`src/rtl/mflag_pkg.sv`:
```
package mflag_pkg;
  localparam int BYTE_W = 8;

  localparam logic [BYTE_W-1:0] CODE_DISP_CLR     = 8'h40;
  localparam logic [BYTE_W-1:0] CODE_DISP_SET     = 8'h41;
  localparam logic [BYTE_W-1:0] CODE_DISP_CLR_ALT = 8'h80;
  localparam logic [BYTE_W-1:0] CODE_DISP_SET_ALT = 8'h81;
  localparam logic [BYTE_W-1:0] CODE_EXT_CLR      = 8'h20;
  localparam logic [BYTE_W-1:0] CODE_EXT_SET      = 8'h21;

  typedef enum logic [BYTE_W-1:0] {
    SEL_ALL   = 8'h00,
    SEL_P1    = 8'h01,
    SEL_P4    = 8'h02,
    SEL_P7    = 8'h03,
    SEL_A0    = 8'h04,
    SEL_A2    = 8'h07,
    SEL_A3    = 8'h08,
    SEL_CONST = 8'h0b
  } sel_code_e;

  typedef struct packed {
    logic gfx;
    logic pal;
    logic txt;
  } redraw_t;
endpackage

```
`src/rtl/mflag_primary_bank.sv`:
```
module mflag_primary_bank
  import mflag_pkg::*;
#(
  parameter int               FLAG_N   = 8,
  parameter logic [FLAG_N-1:0] RST_VAL  = 8'h98,
  parameter logic [FLAG_N-1:0] GFX_MASK = 8'h17,
  parameter logic [FLAG_N-1:0] PAL_MASK = 8'h02,
  parameter logic [FLAG_N-1:0] TXT_MASK = 8'h08
) (
  input  logic              clk,
  input  logic              rst_n,
  input  logic              wr_en,
  input  logic [BYTE_W-1:0] wr_data,
  output logic [FLAG_N-1:0] flags_o,
  output redraw_t           redraw_o
);
  localparam int IDX_W = $clog2(FLAG_N);

  logic              accept;
  logic [IDX_W-1:0]  sel_bit;
  logic [FLAG_N-1:0] flag_q;
  logic [FLAG_N-1:0] flip;
  redraw_t           redraw_q;

  assign accept  = wr_en && (wr_data[BYTE_W-1:IDX_W+1] == '0);
  assign sel_bit = wr_data[IDX_W:1];

  for (genvar i = 0; i < FLAG_N; i++) begin : g_flag
    logic hit;
    assign hit     = accept && (sel_bit == IDX_W'(i));
    assign flip[i] = hit && (flag_q[i] != wr_data[0]);

    always_ff @(posedge clk or negedge rst_n) begin
      if (!rst_n) begin
        flag_q[i] <= RST_VAL[i];
      end else if (hit) begin
        flag_q[i] <= wr_data[0];
      end
    end
  end

  always_ff @(posedge clk or negedge rst_n) begin
    if (!rst_n) begin
      redraw_q <= '0;
    end else begin
      redraw_q.gfx <= |(flip & GFX_MASK);
      redraw_q.pal <= |(flip & PAL_MASK);
      redraw_q.txt <= |(flip & TXT_MASK);
    end
  end

  assign flags_o  = flag_q;
  assign redraw_o = redraw_q;
endmodule

```
`src/rtl/mflag_aux_decoder.sv`:
```
module mflag_aux_decoder
  import mflag_pkg::*;
#(
  parameter int AUX_N    = 4,
  parameter int EXT_GATE = 3
) (
  input  logic              clk,
  input  logic              rst_n,
  input  logic              wr_en,
  input  logic [BYTE_W-1:0] wr_data,
  output logic [AUX_N-1:0]  aux_o,
  output logic              disp_o,
  output logic              ext_o
);
  localparam int AIDX_W = $clog2(AUX_N);

  logic             flag_wr;
  logic [AUX_N-1:0] aux_q;
  logic             disp_q;
  logic             ext_q;
  logic             ext_ok;

  assign flag_wr = wr_en && (wr_data[BYTE_W-1:AIDX_W+1] == '0);
  assign ext_ok  = aux_q[EXT_GATE];

  for (genvar i = 0; i < AUX_N; i++) begin : g_aux
    always_ff @(posedge clk or negedge rst_n) begin
      if (!rst_n) begin
        aux_q[i] <= 1'b0;
      end else if (flag_wr && (wr_data[AIDX_W:1] == AIDX_W'(i))) begin
        aux_q[i] <= wr_data[0];
      end
    end
  end

  always_ff @(posedge clk or negedge rst_n) begin
    if (!rst_n) begin
      disp_q <= 1'b0;
      ext_q  <= 1'b0;
    end else if (wr_en && !flag_wr) begin
      unique case (wr_data)
        CODE_DISP_CLR, CODE_DISP_CLR_ALT: disp_q <= 1'b0;
        CODE_DISP_SET, CODE_DISP_SET_ALT: disp_q <= 1'b1;
        CODE_EXT_CLR: if (ext_ok) ext_q <= 1'b0;
        CODE_EXT_SET: if (ext_ok) ext_q <= 1'b1;
        default: ;
      endcase
    end
  end

  assign aux_o  = aux_q;
  assign disp_o = disp_q;
  assign ext_o  = ext_q;
endmodule

```
`src/rtl/mflag_readback.sv`:
```
module mflag_readback
  import mflag_pkg::*;
#(
  parameter int FLAG_N = 8,
  parameter int AUX_N  = 4
) (
  input  logic              clk,
  input  logic              rst_n,
  input  logic              idx_wr,
  input  logic [BYTE_W-1:0] idx_wdata,
  input  logic [FLAG_N-1:0] prim,
  input  logic [AUX_N-1:0]  aux,
  output logic [BYTE_W-1:0] sel_data
);
  logic [BYTE_W-1:0] sel_q;
  logic              bit_val;
  logic              use_all;

  always_ff @(posedge clk or negedge rst_n) begin
    if (!rst_n) begin
      sel_q <= SEL_ALL;
    end else if (idx_wr) begin
      sel_q <= idx_wdata;
    end
  end

  always_comb begin
    bit_val = 1'b0;
    use_all = 1'b0;
    case (sel_q)
      SEL_ALL:   use_all = 1'b1;
      SEL_P1:    bit_val = prim[1];
      SEL_P4:    bit_val = prim[4];
      SEL_P7:    bit_val = prim[7];
      SEL_A0:    bit_val = aux[0];
      SEL_A2:    bit_val = aux[2];
      SEL_A3:    bit_val = aux[3];
      SEL_CONST: bit_val = 1'b1;
      default:   bit_val = 1'b0;
    endcase
  end

  assign sel_data = use_all ? '1 : {{(BYTE_W-1){1'b0}}, bit_val};
endmodule

```
`src/rtl/mode_flag_bank.sv`:
```
module mode_flag_bank
  import mflag_pkg::*;
#(
  parameter int FLAG_N = 8,
  parameter int AUX_N  = 4
) (
  input  logic              clk,
  input  logic              rst_n,
  input  logic              m1_wr,
  input  logic [7:0]        m1_wdata,
  input  logic              m2_wr,
  input  logic [7:0]        m2_wdata,
  input  logic              idx_wr,
  input  logic [7:0]        idx_wdata,
  output logic [FLAG_N-1:0] mode1_o,
  output logic [AUX_N-1:0]  mode2_o,
  output logic              disp_type_o,
  output logic              ext_color_o,
  output logic              redraw_gfx_o,
  output logic              redraw_pal_o,
  output logic              redraw_txt_o,
  output logic [7:0]        sel_data_o
);
  redraw_t redraw;

  mflag_primary_bank #(.FLAG_N(FLAG_N)) u_prim (
    .clk      (clk),
    .rst_n    (rst_n),
    .wr_en    (m1_wr),
    .wr_data  (m1_wdata),
    .flags_o  (mode1_o),
    .redraw_o (redraw)
  );

  mflag_aux_decoder #(.AUX_N(AUX_N)) u_aux (
    .clk     (clk),
    .rst_n   (rst_n),
    .wr_en   (m2_wr),
    .wr_data (m2_wdata),
    .aux_o   (mode2_o),
    .disp_o  (disp_type_o),
    .ext_o   (ext_color_o)
  );

  mflag_readback #(.FLAG_N(FLAG_N), .AUX_N(AUX_N)) u_rb (
    .clk       (clk),
    .rst_n     (rst_n),
    .idx_wr    (idx_wr),
    .idx_wdata (idx_wdata),
    .prim      (mode1_o),
    .aux       (mode2_o),
    .sel_data  (sel_data_o)
  );

  assign redraw_gfx_o = redraw.gfx;
  assign redraw_pal_o = redraw.pal;
  assign redraw_txt_o = redraw.txt;
endmodule

```
`config.mk`:
```
export PLATFORM = sky130hd
export DESIGN_NAME = mode_flag_bank
export DESIGN_NICKNAME = d
export VERILOG_FILES = /design/src/rtl/mflag_pkg.sv /design/src/rtl/mflag_primary_bank.sv /design/src/rtl/mflag_aux_decoder.sv /design/src/rtl/mflag_readback.sv /design/src/rtl/mode_flag_bank.sv
export SDC_FILE = /design/constraint.sdc
export NUM_CORES = 1
export LEC_CHECK = 0
export ABC_AREA = 1
export BUFFER_PORTS_ARGS = -buffer_cell sky130_fd_sc_hd__buf_4
export CAP_MARGIN = 15
export CORE_ASPECT_RATIO = 2
export CORE_MARGIN = 1.5
export CORE_UTILIZATION = 28
export CTS_CLUSTER_DIAMETER = 150
export DETAILED_ROUTE_END_ITERATION = 10
export SLEW_MARGIN = 5
export SYNTH_ARGS = -nofsm -noshare
export SYNTH_HDL_FRONTEND = slang
export SYNTH_HIERARCHICAL = 1
export SYNTH_SLANG_ARGS = --single-unit
```
`constraint.sdc`:
```
create_clock -name clk -period 1.28 [get_ports clk]
set_input_delay 0.064 -clock clk [delete_from_list [all_inputs] [get_ports clk]]
set_output_delay 0.064 -clock clk [all_outputs]
set_load 0.05 [all_outputs]
```
== Word level (Yosys, flattened, before mapping) ==
Index checks and enable logic that the tools add are counted.

* Logic and storage cells: 88
* Output and inout port bits: 25
* Register bits after elaboration: 25
* Input port bits: 29

* Equal/unequal tests: 30
* Muxes and demuxes: 7
* Reductions and logical operators: 33

{| class="wikitable"
|+ Operators by type and width
! cell !! number
|-
| logical AND 1 bit || 20
|-
| equality test 8 x 2 -> 1 bit, second input constant || 2
|-
| equality test 8 x 3 -> 1 bit, second input constant || 2
|-
| equality test 8 x 4 -> 1 bit, second input constant || 2
|-
| equality test 8 x 6 -> 1 bit, second input constant || 2
|-
| equality test 8 x 7 -> 1 bit, second input constant || 2
|-
| equality test 8 bit, second input constant || 2
|-
| equality test 3 bit, second input constant || 4
|-
| equality test 8 x 1 -> 1 bit, second input constant || 1
|-
| logical NOT 8 bit || 1
|-
| 2-to-1 mux 8 bit || 1
|-
| case mux 1 bit (7 select lines) || 1
|-
| equality test 3 x 2 -> 1 bit, second input constant || 2
|-
| logical NOT 5 bit || 1
|-
| != test 1 bit || 5
|-
| equality test 2 bit, second input constant || 2
|-
| logical NOT 4 bit || 1
|-
| != test 2 x 1 -> 1 bit, second input constant || 2
|-
| case mux 1 bit (2 select lines) || 2
|-
| AND reduction 4 bit || 1
|-
| nonzero test 2 bit || 2
|-
| OR reduction 2 bit || 2
|-
| OR reduction 4 bit || 1
|-
| equality test 3 x 1 -> 1 bit, second input constant || 1
|-
| 6 further kinds || 8
|}

== Depth between registers and ports, before layout ==
Gate-level depths: netlist (run 1).

* Depth after elaboration: 5
* Depth in mapped cells: 8

== Hierarchy ==
The synthesis (run 1) kept the hierarchy.

{| class="wikitable"
|+ By module, submodules not included
! module !! area each (sq um) !! instances !! cells an instance !! sequential area each (sq um)
|-
| mflag_primary_bank || 628.1 || 1 || 73 || 279.0
|-
| mflag_readback || 467.9 || 1 || 65 || 200.2
|-
| mflag_aux_decoder || 400.4 || 1 || 61 || 150.1
|}

== Worst setup path after synthesis (run 1) ==
No wires, ideal clock.

* Path type: reg-to-output
* Start: register u_prim.flag_q[1], in the netlist u_prim/flags_o[1]
* End: output sel_data_o[0]
* Stages on the path, launching flop included: 9
* Data arrival time: 1.644 ns
* Setup slack: -0.428 ns
* Path buffers: 0
* Cells stage by stage: dfrtp_1 > inv_1 > nand2_1 > nand2_1 > nand2_1 > nand2_1 > nand2_1 > nand2_1 > nor2_1

* Word-level cells in the longest chain between the ends: 2

{| class="wikitable"
|+ Ends and longest elaborated chain
! element !! RTL line !! RTL
|-
| start: declaration || mflag_primary_bank.sv:21 || <nowiki>logic [FLAG_N-1:0] flag_q;</nowiki>
|-
| start signal: indexed assignment || mflag_primary_bank.sv:35 || <nowiki>flag_q[i] <= RST_VAL[i];</nowiki>
|-
| start signal: indexed assignment || mflag_primary_bank.sv:37 || <nowiki>flag_q[i] <= wr_data[0];</nowiki>
|-
| case mux 1 bit (7 select lines) || mflag_readback.sv:30 || <nowiki>case (sel_q)</nowiki>
|-
| 2-to-1 mux 8 bit || mflag_readback.sv:43 || <nowiki>assign sel_data = use_all ? '1 : {{(BYTE_W-1){1'b0}}, bit_val};</nowiki>
|-
| end: declaration || mode_flag_bank.sv:22 || <nowiki>output logic [7:0] sel_data_o</nowiki>
|}

No other way between the ends.

== Worst setup path in the final report (run 1) ==
* Start: register u_rb.sel_q[0]
* End: output sel_data_o[0]

* Word-level cells in the longest chain between the ends: 3

{| class="wikitable"
|+ Ends and longest elaborated chain
! element !! RTL line !! RTL
|-
| start: declaration || mflag_readback.sv:15 || <nowiki>logic [BYTE_W-1:0] sel_q;</nowiki>
|-
| start signal: assignment || mflag_readback.sv:23 || <nowiki>sel_q <= idx_wdata;</nowiki>
|-
| equality test 8 x 4 -> 1 bit, or another cell as far along || mflag_readback.sv:30 ||
|-
| case mux 1 bit (7 select lines) or 2-to-1 mux 1 bit (tied branches) || mflag_readback.sv:30 ||
|-
| 2-to-1 mux 8 bit * || mflag_readback.sv:43 ||
|}

Mark *: on every way between the ends. The rest lies on a longest branch, timed or not.

==> impl_metrics.py, run 1 <==
metrics = {
    "critical_path": {
        "slowest_delay_ns": 0.41,
        "required_ns": 1.22,
        "start_kind": "flop",
        "rr_startpoint": "u_prim/flags_o[4]",
        "path_max_fanout": 6,
        "path_buf_inv": 2,
        "cpMaxStageDelayCell": "dfrtp_1",
        "startpoint": "u_rb/sel_q[0]",
        "path_common_cell": "nand2_1",
        "crit_type": "flop to output pin",
        "cp.arrival_ns": 1.34,
        "crit_family": "simple AND/OR/NAND/NOR gates",
        "cp_cell_sequence": "inv_2 -> nand2_1 -> nand2_1 -> nand2_1 -> nand2_1 -> nand2_2 -> nor2_4 -> buf_8",
        "end_kind": "output pin",
    },
    "clock_tree": {
        "root_buffer": "clkbuf_8",
        "cts_buffer_depth": 2,
        "cts.sinks": 25,
        "numCtsBuffers": 3,
        "h-tree-depth": 1,
        "clkTransAtPathRegs_ns": 0.09,
        "cts_tree": "yes",
        "clock_latency_ns": 0.26,
    },
    "timing": {
        "tightest_slew_ns": 0.329,
        "period_share_pct": 110,
        "max_freq_ghz": 0.710,
        "finalMaxSlewViolations": 0,
        "grt_setup_unrepaired": "yes",
        "hold_violations": 0,
        "slew_headroom_pct": 78.0,
        "period_minus_slack_ns": 1.41,
        "fin_ws_ns": -0.128,
        "skew_ns": 0.00206,
        "setup_viol": 8,
    },
    "yosys": {
        "synth_edf_count": 0,
        "syn_inst": 199,
        "ys_ff_latch": 25,
        "synthFlopType": "dfrtp_1",
        "synthesis.area_um2": 1500,
        "seq_area_frac_synth_pct": 42.1,
        "synthArstFlopShare_pct": 100,
        "avgSynthCellArea_um2": 7.52,
        "syn_nets": 228,
        "synth_cell_type_count": 26,
        "ys_warn_count": 6,
    },
    "routing": {
        "drt-pass1-iter-count": 4,
        "drtIter0Drc": 22,
        "drt_wl_total_mm": 3.45,
        "via_per_inst": 4.46,
        "wl_per_cell_um": 11.1,
        "drc": 0,
        "ant_nets": 0,
        "via_count": 1386,
    },
    "floorplanning": {
        "die_h_um": 106,
        "rows": 37,
        "coreArea_um2": 5140,
        "ios": 54,
        "dieArea_um2": 5820,
        "die-width_um": 54.7,
        "start_util_pct": 29.1,
    },
    "grt": {
        "grt.total_usage_pct": 13.5,
        "grt_max_degree": 26,
        "use_met3_pct": 1.12,
        "grt_pass1_wl_mm": 5.80,
        "grt_use_met2_pct": 26.7,
        "busiest_layer": "met2",
        "grt_overflow_total": 0,
        "antenna_found_initial": 0,
        "grt_pass1_vias": 1406,
        "grtUsageMet1_pct": 12.8,
    },
    "min_path": {
        "holdCritStartpoint": "idx_wdata[4]",
        "holdCritPathClass": "primary input to flop",
    },
    "power_and_ir_drop": {
        "power_density_nw_per_um2": 923,
        "p_total_w": 0.00192,
        "p_leak_nw": 1.10,
        "vdd_drop_max_v": 0.000522,
    },
    "layout": {
        "fin_cells": 311,
        "antenna-diode-count": 0,
        "area_growth_syn_to_layout_pct": 38.8,
        "final_cell_area_um2": 2080,
        "drive_above_1_share_pct": 37.2,
        "fin_nets": 283,
    },
    "outcome": {
        "failed_checks": "negative setup slack",
        "outcome": "finished, violations left",
    },
    "place": {
        "post_dp_cell_area_um2": 1900,
        "dp_hpwl_mm": 2.72,
        "gp_congestion": 0.702,
        "port-buffer-count": 53,
        "dp.cells": 301,
        "dp_slack_ns": 0.105,
    },
    "job": {
        "drv_cap": 0,
    },
}
cell usage in the layout, fill, tap and decap left out, drive strengths merged:
cell type and n:
buf 59, clkbuf 3, clkinv 2, dfrtp 22
dfstp 3, dlygate4sd3 1, inv 27, mux2 1
nand2 70, nand3 18, nand3b 1, nand4 1
nor2 21, nor3 6, o21ai 13, xnor2 1
xor2 4
worst paths after layout:
check | to | slack [ns] | depth (start not counted)
min in group asynchronous | u_prim/redraw_o[1] | 0.23 | 2
setup / recovery | sel_data_o[0] | -0.13 | 8
hold / removal | u_rb/sel_q[4] | 0.005 | 3
max in group asynchronous | u_prim/flags_o[4] | 0.75 | 2
hold reg to reg | u_aux/aux_o[1] | 0.48 | 2
setup reg to reg | u_prim/redraw_o[2] | 0.20 | 6
Yosys cell counts (2+ instances only):
master / instances / area [um^2]
buf_4: 9 / 67.6
nand2_1: 68 / 255
nor2_1: 14 / 52.6
nand3_1: 16 / 80.1
dfstp_2: 3 / 78.8
inv_1: 23 / 86.3
nor2_2: 4 / 25.0
o21ai_1: 12 / 60.1
nand3_2: 2 / 20.0
xor2_1: 4 / 35.0
nor3_2: 3 / 30.0
nor3_1: 2 / 10.0
inv_2: 4 / 15.0
dfrtp_1: 22 / 551
nor2_4: 2 / 22.5
per-layer routing:
layer,up-vias,wire (um)
li1,711,-
met1,637,1160
met2,36,2090
met3,2,156
met4,0,44
met5,-,0
metrics by stage:
| step | setup TNS, ns | utilization (%) | hold slack [ns] |
|---|---|---|---|
| finish | -0.827 | 40.4 | 0.00534 |
| global route | -1.76 | 40.4 | 0.0204 |
| CTS | -1.14 | 40.0 | 0.000144 |
| detailed placement | 0 | 37.1 | -0.00391 |
| global placement | 0 | 37.1 | -0.00245 |
| floorplan | -0.0413 | - | -0.232 |
tightest hold or removal path, stage by stage:
cell and delay (ns):
buf_4 0.08, nand2_1 0.03, o21ai_1 0.06
sequential cells by signal, summed over array words and instances (netlist names):
signal and cells:
u_aux/ext_ok 1, u_prim/flags_o 8, u_rb/sel_q 8, u_aux/aux_o 3
u_prim/redraw_o 3, u_aux/disp_o 1, u_aux/ext_o 1
cell families after synthesis:
logic type / after synthesis / synth area share, %
compound gates: 13 / 4.35
buf+inv: 38 / 12.3
simple gates: 117 / 37.6
flops: 25 / 42.1
xor+xnor: 5 / 2.93
mux: 1 / 0.752
final cells by class:
| type | count | area (um^2) |
|---|---|---|
| inverters | 28 | 105 |
| repair buffers | 60 | 517 |
| clock buffers | 3 | 41.3 |
| clock inverters | 1 | 5.00 |
| fillers | 537 | 3060 |
| well taps | 58 | 72.6 |
| flip-flops and latches | 25 | 631 |
| multi-input cells | 136 | 706 |
report_power, final:
part | leakage (nW) | switching (W) | internal, W
clock network | 0.0255 | 0.000242 | 0.000217
registers | 0.318 | 0.0000453 | 0.000854
logic | 0.753 | 0.000348 | 0.000209
timing repair:
item	4_1_cts	5_1_grt
buffers inserted	4	1
endpoints found under the hold margin	25	0
pin swaps	2	0
gates resized for setup	20	4
gates cloned	0	0
setup endpoints to repair	8	8
hold buffers	1	0
Note: power is estimated with default switching activity, not from simulation.
==> run 2, diff against run 1 <==
--- a/config.mk
+++ b/config.mk
@@ -10,9 +10,10 @@
 export CAP_MARGIN = 15
 export CORE_ASPECT_RATIO = 2
 export CORE_MARGIN = 1.5
-export CORE_UTILIZATION = 28
+export CORE_UTILIZATION = 49
 export CTS_CLUSTER_DIAMETER = 150
 export DETAILED_ROUTE_END_ITERATION = 10
+export PLACE_DENSITY = 0.79
 export SLEW_MARGIN = 5
 export SYNTH_ARGS = -nofsm -noshare
 export SYNTH_HDL_FRONTEND = slang
==> impl_metrics.py, run 2 (synthesis results as in run 1) <==
metrics = {
    "outcome": {
        "outcome": "finished, violations left",
        "failed_checks": "negative setup slack",
    },
    "timing": {
        "skew_ns": 0.00280,
        "grt_setup_unrepaired": "yes",
        "tns_ns": -1.46,
        "hold_violations": 0,
        "tightest_slew_ns": 0.310,
        "finalMaxSlewViolations": 0,
        "period_minus_slack_ns": 1.47,
        "period_share_pct": 114,
        "setup_viol": 8,
        "max_freq_ghz": 0.682,
        "fin_ws_ns": -0.185,
        "slew_headroom_pct": 79.3,
    },
    "floorplanning": {
        "rows": 28,
        "start_util_pct": 50.9,
        "coreArea_um2": 2940,
        "dieArea_um2": 3410,
        "die_h_um": 81.2,
        "ios": 54,
        "die-width_um": 42.1,
    },
    "layout": {
        "drive_above_1_share_pct": 37.8,
        "final_cell_mix": "nand2_1, buf_4, dfrtp_1",
        "final_common_cell": "nand2_1",
        "multiInputGateArea_um2": 711,
        "seq_area_um2": 631,
        "fin_nets": 281,
        "area_growth_syn_to_layout_pct": 35.8,
        "num-fill-cells": 271,
        "antenna-diode-count": 0,
    },
    "grt": {
        "grt.total_usage_pct": 20.1,
        "grt_pass1_vias": 1392,
        "antenna_found_initial": 0,
        "grt_overflow_total": 0,
        "grt_max_degree": 26,
        "grt_pass1_wl_mm": 5.25,
    },
    "power_and_ir_drop": {
        "vdd_drop_max_v": 0.000568,
        "power_density_nw_per_um2": 939,
        "p_leak_nw": 1.09,
        "p_total_w": 0.00191,
    },
    "place": {
        "port-buffer-count": 53,
        "gp_congestion": 0.866,
        "dp_hpwl_mm": 2.51,
    },
    "min_path": {
        "holdCritPathClass": "primary input to flop",
    },
    "critical_path": {
        "crit_type": "flop to output pin",
        "cp.arrival_ns": 1.40,
        "start_kind": "flop",
        "path_max_fanout": 7,
        "end_kind": "output pin",
        "required_ns": 1.22,
    },
    "routing": {
        "drt_wl_total_mm": 3.32,
        "via_per_inst": 5.04,
        "wl_met2_mm": 1.95,
        "highest_layer": "met4",
        "wl_per_cell_um": 11.8,
        "drt-pass1-iter-count": 4,
        "wl_met3_um": 138,
        "drtIter0Drc": 17,
        "via_count": 1415,
        "ant_nets": 0,
        "drc": 0,
        "wl_met1_mm": 1.17,
    },
    "clock_tree": {
        "clkTransAtPathRegs_ns": 0.08,
        "numCtsBuffers": 3,
        "clock_latency_ns": 0.27,
        "cts_buffer_depth": 2,
        "cts_tree": "yes",
        "root_buffer": "clkbuf_8",
        "h-tree-depth": 1,
        "cts.sinks": 25,
    },
    "job": {
        "drv_cap": 0,
    },
}
-- run 2: cell types whose count changed in the layout (fill, tap and decap cells not counted) --
| cell | previous run | this run |
|---|---|---|
| nor2_1 | 11 | 10 |
| inv_1 | 21 | 20 |
| inv_2 | 6 | 7 |
| buf_4 | 50 | 48 |
| nor2_2 | 6 | 7 |
| nand2_2 | 3 | 4 |
| nand2_1 | 66 | 65 |
-- run 2: layout make-up --
| type | instances | share of cell area, % |
|---|---|---|
| Timing Repair Buffer | 58 | 24.7 |
| Clock buffer | 3 | 2.03 |
| Sequential cell | 25 | 31.0 |
| Inverter | 28 | 5.17 |
| Clock inverter | 1 | 0.246 |
| Tap cell | 30 | 1.85 |
| Multi-Input combinational cell | 136 | 35.0 |
-- run 2: power by group --
part | total (W) | internal [W] | switching [W]
Sequential | 0.000901 | 0.000854 | 0.0000462
Clock | 0.000451 | 0.000217 | 0.000234
Combinational | 0.000556 | 0.000204 | 0.000351
-- run 2: repair_timing --
item / in CTS / in global routing
endpoints found under the hold margin: 25 / 0
setup buffers: 3 / 0
endpoints found under the setup margin: 8 / 8
resized for setup: 20 / 7
hold buffers: 1 / 0
pin swaps: 4 / 1
-- run 2: worst paths after layout --
check | start | endpoint | slack, ns | cells after the start
setup / recovery | u_rb/sel_q[3] | sel_data_o[7] | -0.19 | 5
hold / removal | idx_wdata[4] | u_rb/sel_q[4] | 0.005 | 3
setup reg to reg | u_prim/flags_o[4] | u_prim/redraw_o[2] | 0.15 | 6
hold reg to reg | u_aux/aux_o[1] | u_aux/aux_o[1] | 0.47 | 2
max in group asynchronous | rst_n | u_prim/flags_o[3] | 0.76 | 2
min in group asynchronous | rst_n | u_prim/redraw_o[1] | 0.22 | 2
-- run 2: layer usage --
metal	vias up	track usage, %
met3	5	1.56
met1	660	18.6
met2	38	40.9
met4	0	11.3
met5	-	0
li1	712	-
-- run 2: worst max-delay path, cell delays in order (launching register included) --
cell and delay, ns:
dfrtp_1 0.42, nor2_2 0.18, nand3_2 0.10, nor2_2 0.11, buf_6 0.17, buf_8 0.16
-- run 2: through the flow --
stage | setup WS, ns | cells | instance area (um^2) | hold slack [ns] | utilization, %
global route | -0.255 | 281 | 2030 | 0.00102 | 69.0
detailed placement | 0.112 | 273 | 1870 | -0.0154 | 63.5
global placement | 0.127 | 273 | 1870 | -0.0175 | 63.5
finish | -0.185 | 281 | 2030 | 0.00488 | 69.0
floorplan | -0.0413 | 199 | 1510 | -0.232 | -
CTS | -0.152 | 281 | 2010 | 0.000761 | 68.4
